--- config.mk ---
export PLATFORM = sky130hd
export DESIGN_NAME = soc_bus_fabric
export DESIGN_NICKNAME = d
export VERILOG_FILES = /design/src/rtl/bus_fabric_pkg.sv /design/src/rtl/bf_l1_decode.sv /design/src/rtl/bf_io_slice.sv /design/src/rtl/bf_downsizer.sv /design/src/rtl/bf_io_decode.sv /design/src/rtl/soc_bus_fabric.sv
export SDC_FILE = /design/constraint.sdc
export NUM_CORES = 1
export LEC_CHECK = 0
export BUFFER_PORTS_ARGS = -buffer_cell sky130_fd_sc_hd__buf_2
export CAP_MARGIN = 20
export CORE_AREA = 2 2 271 273
export DETAILED_ROUTE_END_ITERATION = 10
export DIE_AREA = 0 0 273 275
export SLEW_MARGIN = 20
export SYNTH_ARGS = -nofsm -noshare
export SYNTH_HDL_FRONTEND = slang
export SYNTH_SLANG_ARGS = --single-unit
--- constraint.sdc ---
create_clock -name clk_i -period 3.8 [get_ports clk_i]
set_input_delay 1.14 -clock clk_i [delete_from_list [all_inputs] [get_ports clk_i]]
set_output_delay 1.14 -clock clk_i [all_outputs]
set_load 0.005 [all_outputs]
--- src/rtl/bus_fabric_pkg.sv ---
package bus_fabric_pkg;
  localparam int ADDR_W   = 32;
  localparam int WIDE_W   = 64;
  localparam int NARROW_W = WIDE_W / 2;
  localparam int WSEL_W   = WIDE_W / 8;
  localparam int NSEL_W   = NARROW_W / 8;

  typedef enum logic [1:0] {
    TGT_NONE,
    TGT_BRAM,
    TGT_DRAM,
    TGT_IO
  } tgt_e;

  typedef struct packed {
    logic              we;
    logic [ADDR_W-1:0] adr;
    logic [WIDE_W-1:0] dat;
    logic [WSEL_W-1:0] sel;
  } wide_req_t;
endpackage

--- src/rtl/bf_l1_decode.sv ---
module bf_l1_decode
  import bus_fabric_pkg::*;
#(
  parameter int          BRAM_AW  = 16,
  parameter int          DRAM_BIT = 28,
  parameter int          TAG_W    = 8,
  parameter logic [TAG_W-1:0] IO_TAG = 8'hC0
) (
  input  logic [ADDR_W-1:BRAM_AW] adr_hi_i,
  output tgt_e                    tgt_o
);
  localparam int HI_W = ADDR_W - BRAM_AW;

  always_comb begin
    if (adr_hi_i[DRAM_BIT])
      tgt_o = TGT_DRAM;
    else if (adr_hi_i == '0)
      tgt_o = TGT_BRAM;
    else if (adr_hi_i[ADDR_W-1 -: TAG_W] == IO_TAG)
      tgt_o = TGT_IO;
    else
      tgt_o = TGT_NONE;
  end

  if (HI_W < TAG_W) begin : g_bad_cfg
    initial $display("bf_l1_decode: tag wider than decoded span");
  end
endmodule

--- src/rtl/bf_io_slice.sv ---
module bf_io_slice
  import bus_fabric_pkg::*;
(
  input  logic              clk_i,
  input  logic              rst_ni,
  input  logic              take_i,
  input  wide_req_t         req_i,
  input  logic              done_i,
  input  logic              done_err_i,
  input  logic [WIDE_W-1:0] done_dat_i,
  output logic              idle_o,
  output logic              valid_o,
  output wide_req_t         req_o,
  output logic              resp_ack_o,
  output logic              resp_err_o,
  output logic [WIDE_W-1:0] resp_dat_o
);
  typedef enum logic [1:0] {S_IDLE, S_BUSY, S_RESP} slice_st_e;

  slice_st_e         st_q;
  wide_req_t         req_q;
  logic              err_q;
  logic [WIDE_W-1:0] dat_q;

  always_ff @(posedge clk_i or negedge rst_ni) begin
    if (!rst_ni) begin
      st_q  <= S_IDLE;
      req_q <= '0;
      err_q <= 1'b0;
      dat_q <= '0;
    end else begin
      unique case (st_q)
        S_IDLE: if (take_i) begin
          req_q <= req_i;
          st_q  <= S_BUSY;
        end
        S_BUSY: if (done_i) begin
          dat_q <= done_dat_i;
          err_q <= done_err_i;
          st_q  <= S_RESP;
        end
        default: st_q <= S_IDLE;  // response pulse lasts one cycle
      endcase
    end
  end

  assign idle_o     = (st_q == S_IDLE);
  assign valid_o    = (st_q == S_BUSY);
  assign req_o      = req_q;
  assign resp_ack_o = (st_q == S_RESP) && !err_q;
  assign resp_err_o = (st_q == S_RESP) && err_q;
  assign resp_dat_o = dat_q;
endmodule

--- src/rtl/bf_downsizer.sv ---
module bf_downsizer
  import bus_fabric_pkg::*;
(
  input  logic                clk_i,
  input  logic                rst_ni,
  input  logic                valid_i,
  input  wide_req_t           req_i,
  output logic                n_stb_o,
  output logic                n_we_o,
  output logic [ADDR_W-1:0]   n_adr_o,
  output logic [NARROW_W-1:0] n_dat_o,
  output logic [NSEL_W-1:0]   n_sel_o,
  input  logic                n_ack_i,
  input  logic                n_err_i,
  input  logic [NARROW_W-1:0] n_dat_i,
  output logic                done_o,
  output logic                done_err_o,
  output logic [WIDE_W-1:0]   done_dat_o
);
  typedef enum logic [1:0] {D_IDLE, D_LO, D_HI} dsz_st_e;

  dsz_st_e             st_q;
  logic [NARROW_W-1:0] lo_q;
  logic                lo_used, hi_used, in_hi;

  assign lo_used = |req_i.sel[NSEL_W-1:0];
  assign hi_used = |req_i.sel[WSEL_W-1:NSEL_W];
  assign in_hi   = (st_q == D_HI);

  always_ff @(posedge clk_i or negedge rst_ni) begin
    if (!rst_ni) begin
      st_q <= D_IDLE;
      lo_q <= '0;
    end else begin
      unique case (st_q)
        D_IDLE: if (valid_i) st_q <= (hi_used && !lo_used) ? D_HI : D_LO;
        D_LO: begin
          if (n_err_i) st_q <= D_IDLE;
          else if (n_ack_i) begin
            lo_q <= n_dat_i;
            st_q <= hi_used ? D_HI : D_IDLE;
          end
        end
        default: if (n_ack_i || n_err_i) st_q <= D_IDLE;
      endcase
    end
  end

  assign n_stb_o = (st_q != D_IDLE);
  assign n_we_o  = req_i.we;
  assign n_adr_o = {req_i.adr[ADDR_W-1:3], req_i.adr[2] | in_hi, req_i.adr[1:0]};
  assign n_dat_o = in_hi ? req_i.dat[WIDE_W-1:NARROW_W] : req_i.dat[NARROW_W-1:0];
  assign n_sel_o = in_hi ? req_i.sel[WSEL_W-1:NSEL_W] : req_i.sel[NSEL_W-1:0];

  always_comb begin
    done_o     = 1'b0;
    done_dat_o = '0;
    if (st_q == D_LO) begin
      done_o     = n_err_i || (n_ack_i && !hi_used);
      done_dat_o = {{NARROW_W{1'b0}}, n_dat_i};
    end else if (in_hi) begin
      done_o     = n_err_i || n_ack_i;
      done_dat_o = {n_dat_i, lo_used ? lo_q : {NARROW_W{1'b0}}};
    end
  end
  assign done_err_o = n_err_i;
endmodule

--- src/rtl/bf_io_decode.sv ---
module bf_io_decode
  import bus_fabric_pkg::*;
#(
  parameter int N_IO     = 3,
  parameter int SLOT_LSB = 12,
  parameter int SLOT_W   = 2,
  parameter int TAG_W    = 8
) (
  input  logic                     clk_i,
  input  logic                     rst_ni,
  input  logic                     stb_i,
  input  logic [ADDR_W-TAG_W-1:SLOT_LSB] adr_i,
  output logic                     ack_o,
  output logic                     err_o,
  output logic [NARROW_W-1:0]      dat_o,
  output logic [N_IO-1:0]          dev_stb_o,
  input  logic [N_IO-1:0]          dev_ack_i,
  input  logic [N_IO*NARROW_W-1:0] dev_dat_i
);
  localparam int SPAN_LSB = SLOT_LSB + SLOT_W;

  logic [SLOT_W-1:0] slot;
  logic              mapped;
  logic              err_q;

  assign slot   = adr_i[SLOT_LSB +: SLOT_W];
  assign mapped = (adr_i[ADDR_W-TAG_W-1:SPAN_LSB] == '0) && (int'(slot) < N_IO);

  for (genvar g = 0; g < N_IO; g++) begin : g_dev
    assign dev_stb_o[g] = stb_i && mapped && (slot == SLOT_W'(g));
  end

  always_comb begin
    dat_o = '0;
    for (int k = 0; k < N_IO; k++)
      if (slot == SLOT_W'(k)) dat_o = dev_dat_i[k*NARROW_W +: NARROW_W];
  end

  assign ack_o = |(dev_ack_i & dev_stb_o);

  always_ff @(posedge clk_i or negedge rst_ni) begin
    if (!rst_ni) err_q <= 1'b0;
    else         err_q <= stb_i && !mapped && !err_q;
  end
  assign err_o = err_q;
endmodule

--- src/rtl/soc_bus_fabric.sv ---
module soc_bus_fabric
  import bus_fabric_pkg::*;
#(
  parameter int N_IO     = 3,
  parameter int BRAM_AW  = 16,
  parameter int DRAM_BIT = 28,
  parameter int SLOT_LSB = 12,
  parameter int SLOT_W   = 2,
  parameter int TAG_W    = 8,
  parameter logic [TAG_W-1:0] IO_TAG = 8'hC0
) (
  input  logic                     clk_i,
  input  logic                     rst_ni,
  input  logic                     m_cyc_i,
  input  logic                     m_stb_i,
  input  logic                     m_we_i,
  input  logic [ADDR_W-1:0]        m_adr_i,
  input  logic [WIDE_W-1:0]        m_dat_i,
  input  logic [WSEL_W-1:0]        m_sel_i,
  output logic [WIDE_W-1:0]        m_dat_o,
  output logic                     m_ack_o,
  output logic                     m_err_o,
  output logic                     bram_cyc_o,
  output logic                     bram_stb_o,
  output logic                     bram_we_o,
  output logic [ADDR_W-1:0]        bram_adr_o,
  output logic [WIDE_W-1:0]        bram_dat_o,
  output logic [WSEL_W-1:0]        bram_sel_o,
  input  logic [WIDE_W-1:0]        bram_dat_i,
  input  logic                     bram_ack_i,
  output logic                     dram_cyc_o,
  output logic                     dram_stb_o,
  output logic                     dram_we_o,
  output logic [ADDR_W-1:0]        dram_adr_o,
  output logic [WIDE_W-1:0]        dram_dat_o,
  output logic [WSEL_W-1:0]        dram_sel_o,
  input  logic [WIDE_W-1:0]        dram_dat_i,
  input  logic                     dram_ack_i,
  output logic [N_IO-1:0]          io_cyc_o,
  output logic [N_IO-1:0]          io_stb_o,
  output logic                     io_we_o,
  output logic [ADDR_W-1:0]        io_adr_o,
  output logic [NARROW_W-1:0]      io_dat_o,
  output logic [NSEL_W-1:0]        io_sel_o,
  input  logic [N_IO*NARROW_W-1:0] io_dat_i,
  input  logic [N_IO-1:0]          io_ack_i
);
  tgt_e              tgt;
  logic              req, l1_err_q;
  logic              slice_idle, slice_valid, io_take;
  wide_req_t         m_req, io_req;
  logic              resp_ack, resp_err;
  logic [WIDE_W-1:0] resp_dat;
  logic              n_stb, n_ack, n_err, done, done_err;
  logic [NARROW_W-1:0] n_rdat;
  logic [WIDE_W-1:0] done_dat;

  assign req = m_cyc_i && m_stb_i;

  bf_l1_decode #(
    .BRAM_AW (BRAM_AW),
    .DRAM_BIT(DRAM_BIT),
    .TAG_W   (TAG_W),
    .IO_TAG  (IO_TAG)
  ) u_l1_dec (
    .adr_hi_i(m_adr_i[ADDR_W-1:BRAM_AW]),
    .tgt_o   (tgt)
  );

  // unregistered memory legs
  assign bram_cyc_o = m_cyc_i && (tgt == TGT_BRAM);
  assign bram_stb_o = req && (tgt == TGT_BRAM);
  assign bram_we_o  = m_we_i;
  assign bram_adr_o = m_adr_i;
  assign bram_dat_o = m_dat_i;
  assign bram_sel_o = m_sel_i;

  assign dram_cyc_o = m_cyc_i && (tgt == TGT_DRAM);
  assign dram_stb_o = req && (tgt == TGT_DRAM);
  assign dram_we_o  = m_we_i;
  assign dram_adr_o = m_adr_i;
  assign dram_dat_o = m_dat_i;
  assign dram_sel_o = m_sel_i;

  always_ff @(posedge clk_i or negedge rst_ni) begin
    if (!rst_ni) l1_err_q <= 1'b0;
    else         l1_err_q <= req && (tgt == TGT_NONE) && !l1_err_q;
  end

  // IO leg
  assign io_take = req && (tgt == TGT_IO) && slice_idle;
  assign m_req   = '{we: m_we_i, adr: m_adr_i, dat: m_dat_i, sel: m_sel_i};

  bf_io_slice u_slice (
    .clk_i     (clk_i),
    .rst_ni    (rst_ni),
    .take_i    (io_take),
    .req_i     (m_req),
    .done_i    (done),
    .done_err_i(done_err),
    .done_dat_i(done_dat),
    .idle_o    (slice_idle),
    .valid_o   (slice_valid),
    .req_o     (io_req),
    .resp_ack_o(resp_ack),
    .resp_err_o(resp_err),
    .resp_dat_o(resp_dat)
  );

  bf_downsizer u_dsz (
    .clk_i     (clk_i),
    .rst_ni    (rst_ni),
    .valid_i   (slice_valid),
    .req_i     (io_req),
    .n_stb_o   (n_stb),
    .n_we_o    (io_we_o),
    .n_adr_o   (io_adr_o),
    .n_dat_o   (io_dat_o),
    .n_sel_o   (io_sel_o),
    .n_ack_i   (n_ack),
    .n_err_i   (n_err),
    .n_dat_i   (n_rdat),
    .done_o    (done),
    .done_err_o(done_err),
    .done_dat_o(done_dat)
  );

  bf_io_decode #(
    .N_IO    (N_IO),
    .SLOT_LSB(SLOT_LSB),
    .SLOT_W  (SLOT_W),
    .TAG_W   (TAG_W)
  ) u_l2_dec (
    .clk_i    (clk_i),
    .rst_ni   (rst_ni),
    .stb_i    (n_stb),
    .adr_i    (io_adr_o[ADDR_W-TAG_W-1:SLOT_LSB]),
    .ack_o    (n_ack),
    .err_o    (n_err),
    .dat_o    (n_rdat),
    .dev_stb_o(io_stb_o),
    .dev_ack_i(io_ack_i),
    .dev_dat_i(io_dat_i)
  );
  assign io_cyc_o = io_stb_o;

  // response merge
  assign m_ack_o = (bram_stb_o && bram_ack_i) || (dram_stb_o && dram_ack_i) || resp_ack;
  assign m_err_o = l1_err_q || resp_err;
  assign m_dat_o = bram_stb_o ? bram_dat_i : (dram_stb_o ? dram_dat_i : resp_dat);
endmodule

==> impl_metrics.toml, run 1 <==
[outcome]
outcome = "finished, violations left"
violations = "negative setup slack"

[floorplan]
io_pins = 693
die_w_um = 273
initial_utilization_pct = 17.3
die_h_um = 275
die-area_um2 = 75100
core_um2 = 72300
num_rows = 99

[sta]
max_freq_ghz = 0.238
finalHoldViolations = 0
worst_pin_slew_ns = 1.01
slew_headroom_pct = 32.2
rsz0062_at_grt = "true"
finalMaxSlewViolations = 0
finalWorstSetupSlack_ns = -0.398
setup_viol = 67
min_period_ns = 4.20
fin_skew_ns = 0.00900
fin_crit_sh_pct = 110

[synth]
synth_area_um2 = 12500
synthArstFlopShare_pct = 100
synth_ff_type = "dfrtp_1"
synth_area_leaders = "dfrtp_1, buf_4, nand2_1"
yosysSeqAreaShare_pct = 41.7
yosysUniqueCellTypes = 40
ys_warn_count = 0
synth_top_area_cell = "dfrtp_1"
synth.net_count = 1766
ys_seq_elements = 208
synth_area_per_cell_um2 = 8.74
synth_edf_count = 0
syn_inst = 1428
synth_top_area_share_pct = 41.7

[worst_setup_path]
cp-start-kind = "primary input"
arrival_ns = 3.06
required_ns = 2.66
cp_max_fo = 51
end_kind = "primary output"
worst-setup-path-type = "primary input to primary output"

[clock_tree]
cts-htree-levels = 1
root_buffer = "clkbuf_16"
cts.reportedPaths.clkPinSlew_ns = 0.05
cts_buffers = 26
clk_latency_ns = 0.56
clk_path_buf_depth = 3
cts_tree = "done"
cts.sink_count = 208
postCtsHoldBufs = 0

[min_path]
hp-class = "flop to flop"

[global_route]
antenna_found_initial = 16
use_met2_pct = 23.9
met3_usage_pct = 2.70
grt_pass1_wl_um = 72900
grt_max_degree = 98
busiest_layer = "met2"
grt_pass1_vias = 10900
grt_usage_pct = 13.3
use_met1_pct = 15.1
overflow = 0

[flow_run]
drv_cap = 0

[power]
p_leak_uw = 0.00945
p_total_uw = 6430
power_density_nw_per_um2 = 377
peakVddDrop_uv = 242

[layout]
layout-drive-gt1-share_pct = 45.8
nets = 2241
final-seq-area_um2 = 5210
final_cell_mix = "buf_2, nand2_1, dfrtp_1, mux2i_1, a22o_1"
final_common_cell = "buf_2"
multi_input_area_um2 = 5330
finalCoreUtilization_pct = 23.5
area_growth_pct = 36.4
fillers = 7922

[route]
drcViolationCount = 0
dr_total_vias = 11600
ant_nets = 0
routed_via_density = 4.01
routed_wl_um = 53300
first_pass_iters = 5
wl_per_cell_um = 18.5
drt_iter0_markers = 505

[placement]
gp_congestion = 0.833
place_hpwl_um = 39900
place.port_buffers = 692
## flip-flops by register name, indices dropped and copies added, names as in the netlist
register and flops:
u_dsz.st_q 2, u_l2_dec.err_o 1, u_dsz.lo_q 32, l1_err_q 1
u_slice.err_q 1, u_slice.resp_dat_o 64, u_slice.st_q 2, u_slice.req_o 105
## layout make-up
type	instances	share of cell area, %
multi-input cells	888	31.3
repair buffers	775	26.2
inverters	4	0.118
clock inverters	2	0.206
well taps	959	7.04
flip-flops and latches	208	30.6
diodes	9	0.132
clock buffers	38	4.44
## worst paths after layout
check / from / end / slack (ns) / cells after the start
max: m_adr_i[17] / m_dat_o[17] / -0.40 / 10
min: l1_err_q$_DFF_PN0_ / l1_err_q$_DFF_PN0_ / 0.44 / 1
max reg2reg: u_slice.req_o[85]$_DFFE_PN0P_ / u_slice.resp_dat_o[2]$_DFFE_PN0P_ / 0.64 / 8
min reg2reg: l1_err_q$_DFF_PN0_ / l1_err_q$_DFF_PN0_ / 0.44 / 1
max in group asynchronous: rst_ni / u_slice.resp_dat_o[49]$_DFFE_PN0P_ / 2.47 / 2
min in group asynchronous: rst_ni / u_slice.req_o[12]$_DFFE_PN0P_ / 0.60 / 1
## kinds of logic (layout without fill, tap and decap cells)
| family | count (synthesis) | count (layout) | synth area share, % |
|---|---|---|---|
| other | 0 | 9 | 0 |
| multiplexers | 161 | 161 | 13.5 |
| buffers and inverters | 332 | 819 | 17.7 |
| flip-flops | 208 | 208 | 41.7 |
| AND/OR/NAND/NOR | 552 | 552 | 17.7 |
| AO/OA/AOI/OAI | 175 | 175 | 9.39 |
## Yosys cell counts (2+ instances only)
cell type  count
mux2_1        59
nor2_1        71
dfrtp_1      208
and3_1         3
a22o_1        65
nor3_1         4
nand2_1      434
mux2i_1       97
nand2b_1       7
buf_1          7
clkbuf_1      63
and2_1         9
o2bb2ai_1      2
o21ai_0       34
buf_2         10
nor4_1         3
inv_1          3
nand3b_1       2
buf_4        244
mux2_2         5
buf_6          4
nor3b_1        3
or4_1          3
a21oi_1       66
nor2b_1        5
nand3_1        3
## critical path, cell delays in order
cell,delay (ns)
buf_6,0.09
or4_4,0.52
nor4_2,0.21
buf_4,0.14
nand3b_1,0.08
buf_6,0.15
buf_12,0.15
nor2_1,0.25
a21oi_2,0.05
buf_2,0.13
## per-layer routing
metal	routed length [µm]	part of all wire, %
met5	27	0.051
met4	2480	4.6
met3	3640	6.8
met2	26300	49
met1	20900	39
## report_power, final
| part | switching [µW] | total (µW) | leakage, µW | internal, µW |
|---|---|---|---|---|
| Clock | 989 | 2410 | 0.000388 | 1420 |
| Combinational | 692 | 1380 | 0.00627 | 691 |
| Sequential | 150 | 2640 | 0.00280 | 2490 |
## timing repair
action / 4_1_cts / 5_1_grt
endpoints found under the hold margin: 0 / 0
setup endpoints to repair: 67 / 69
setup buffers: 2 / 0
pin swaps: 1 / 1
gates cloned: 8 / 0
resized for setup: 36 / 33
## metrics by stage
stage          setup TNS [ns]  setup slack, ns  area, µm²  cells  hold slack [ns]
2_1_floorplan               0          0.00119      12500   1428            0.412
3_3_place_gp           -20.16           -0.607      15700   2824            0.424
3_5_place_dp           -21.47           -0.600      15700   2824            0.436
4_1_cts                -20.20           -0.353      16900   2874            0.442
5_1_grt                -24.35           -0.406      17000   2881            0.482
6_report               -21.33           -0.398      17000   2883            0.441
No activity file was read; power rests on OpenSTA's default activity.
==> inputs of run 2 (changes only) <==
--- a/config.mk
+++ b/config.mk
@@ -10,6 +10,7 @@
 export CORE_AREA = 2 2 271 273
 export DETAILED_ROUTE_END_ITERATION = 10
 export DIE_AREA = 0 0 273 275
+export PLACE_DENSITY_LB_ADDON = 0.25
 export SLEW_MARGIN = 20
 export SYNTH_ARGS = -nofsm -noshare
 export SYNTH_HDL_FRONTEND = slang
==> run 2 against run 1 <==
Against the previous run:
- the run still ends with negative setup slack left
- count of clock-buffer cells in the layout increased by 3
- core utilization increased by 0.29 points
- setup slack lost 0.043 ns
- clock skew up 0.0037 ns
- non-clock buffer count decreased by 6
- cell count shrank 0.10%
- sequential cell count unchanged
- hold slack improved by 0.0039 ns
- critical path type unchanged
==> impl_metrics.toml, run 2 (synthesis gave the netlist of run 1 again) <==
[outcome]
outcome = "finished, violations left"
violations = "negative setup slack"

[route]
routed_wl_um = 52100
first_pass_iters = 4
wl_per_cell_um = 18.1
drt_iter0_markers = 440
routed_via_density = 3.97
ant_nets = 0
dr_total_vias = 11400
drcViolationCount = 0

[flow_run]
drv_cap = 0

[power]
power_density_nw_per_um2 = 385
p_comb_share_pct = 21.0
p_switching_uw = 1880
p_total_uw = 6650
seqPwrFrac_pct = 39.8
p_leak_uw = 0.00949
intPower_uw = 4770
p_clk_share_pct = 39.2
peakVddDrop_uv = 268
netSwitchingFraction_pct = 28.3

[min_path]
hp-class = "flop to flop"

[sta]
min_period_ns = 4.24
finalMaxSlewViolations = 0
setup_viol = 66
rsz0062_at_grt = "true"
finalWorstSetupSlack_ns = -0.441
worst_pin_slew_ns = 0.827
fin_skew_ns = 0.0127
fin_crit_sh_pct = 112
finalHoldViolations = 0
slew_headroom_pct = 44.8
max_freq_ghz = 0.236
fin_hold_ws_ns = 0.445

[clock_tree]
cts_tree = "done"
postCtsHoldBufs = 0
cts.reportedPaths.clkPinSlew_ns = 0.06
cts_buffers = 26
root_buffer = "clkbuf_16"
clk_latency_ns = 0.56
clk_path_buf_depth = 3
cts-htree-levels = 1
cts.sink_count = 208

[layout]
final_common_cell = "buf_2"
final_cell_mix = "buf_2, nand2_1, dfrtp_1, mux2i_1, a22o_1"
fin_cells = 2880
largest_reg_flops = 105
area_growth_pct = 38.1
nets = 2235
layout-drive-gt1-share_pct = 47.4
finalCoreUtilization_pct = 23.8

[floorplan]
die_h_um = 275
initial_utilization_pct = 17.3
die_w_um = 273
core_um2 = 72300
io_pins = 693
num_rows = 99
die-area_um2 = 75100

[placement]
place_worst_setup_slack_ns = -0.464
place.port_buffers = 692
place_hpwl_um = 38300
gp_congestion = 0.885
place_inst = 2817

[global_route]
grt_usage_pct = 13.0
grt_pass1_wl_um = 73300
overflow = 0
grt_pass1_vias = 11700
grt_max_degree = 80
antenna_found_initial = 4

[worst_setup_path]
cp-start-kind = "primary input"
required_ns = 2.66
cp_max_fo = 16
worst-setup-path-type = "primary input to primary output"
arrival_ns = 3.10
end_kind = "primary output"
[run 2: cell count changes in the layout (fill, tap and decap cells not counted), sizes merged]
cell    delta
diode      -3
bufinv     +1
clkbuf     +3
buf        -6
clkinv     +2
[run 2: path summary, 6_finish.rpt]
kind                                          startpoint  cells past startpoint                                  to  slack (ns)
max                                          m_adr_i[16]                     10                          m_dat_o[6]       -0.44
min in group asynchronous                         rst_ni                      1   u_slice.resp_dat_o[4]$_DFFE_PN0P_        0.61
min                                   l1_err_q$_DFF_PN0_                      1                  l1_err_q$_DFF_PN0_        0.45
min reg2reg                           l1_err_q$_DFF_PN0_                      1                  l1_err_q$_DFF_PN0_        0.45
max in group asynchronous                         rst_ni                      2       u_slice.req_o[85]$_DFFE_PN0P_        2.40
max reg2reg                u_slice.req_o[84]$_DFFE_PN0P_                      8  u_slice.resp_dat_o[25]$_DFFE_PN0P_        0.73
[run 2: layout make-up]
class / count / area (µm²)
Multi-Input combinational cell: 888 / 5490
Tap cell: 959 / 1200
Fill cell: 7960 / 55100
Sequential cell: 208 / 5210
Timing Repair Buffer: 769 / 4420
Antenna cell: 6 / 15.0
Clock buffer: 41 / 808
Clock inverter: 5 / 82.6
Inverter: 4 / 20.0
[run 2: power groups by stage]
stage	registers (µW)	logic (µW)	clock network, µW
6_report	2640	1390	2610
5_1_grt	2670	1530	2800
3_3_place_gp	2670	1370	0
2_1_floorplan	2620	799	0
4_1_cts	2650	1410	2730
3_5_place_dp	2690	1380	0
[run 2: timing repair]
item / in CTS / in global routing
resized for setup: 86 / 37
setup buffers: 5 / 0
pin swaps: 3 / 1
endpoints found under the setup margin: 71 / 69
gates cloned: 6 / 0
[run 2: stage by stage]
step	setup TNS [ns]	instance area [µm²]
detailed placement	-23.76	15700
CTS	-23.13	17100
floorplan	0	12500
finish	-24.15	17200
global placement	-24.43	15700
global route	-29.65	17200
[run 2: routing by layer]
layer	vias to the layer above	part of all wire [%]	global-route usage, %	wire length [µm]
li1	5414	-	-	-
met1	5450	40	15.1	20900
met2	490	50	23.9	26000
met3	82	6.1	2.17	3200
met4	0	3.9	5.03	2010
met5	-	0	0	0
[run 2: critical path: stages]
cell and delay, ns:
buf_6 0.09, or4_4 0.54, nor4_4 0.22, buf_4 0.15, nand3b_1 0.13, buf_4 0.18
buf_12 0.15, buf_12 0.18, a21oi_1 0.14, buf_2 0.14
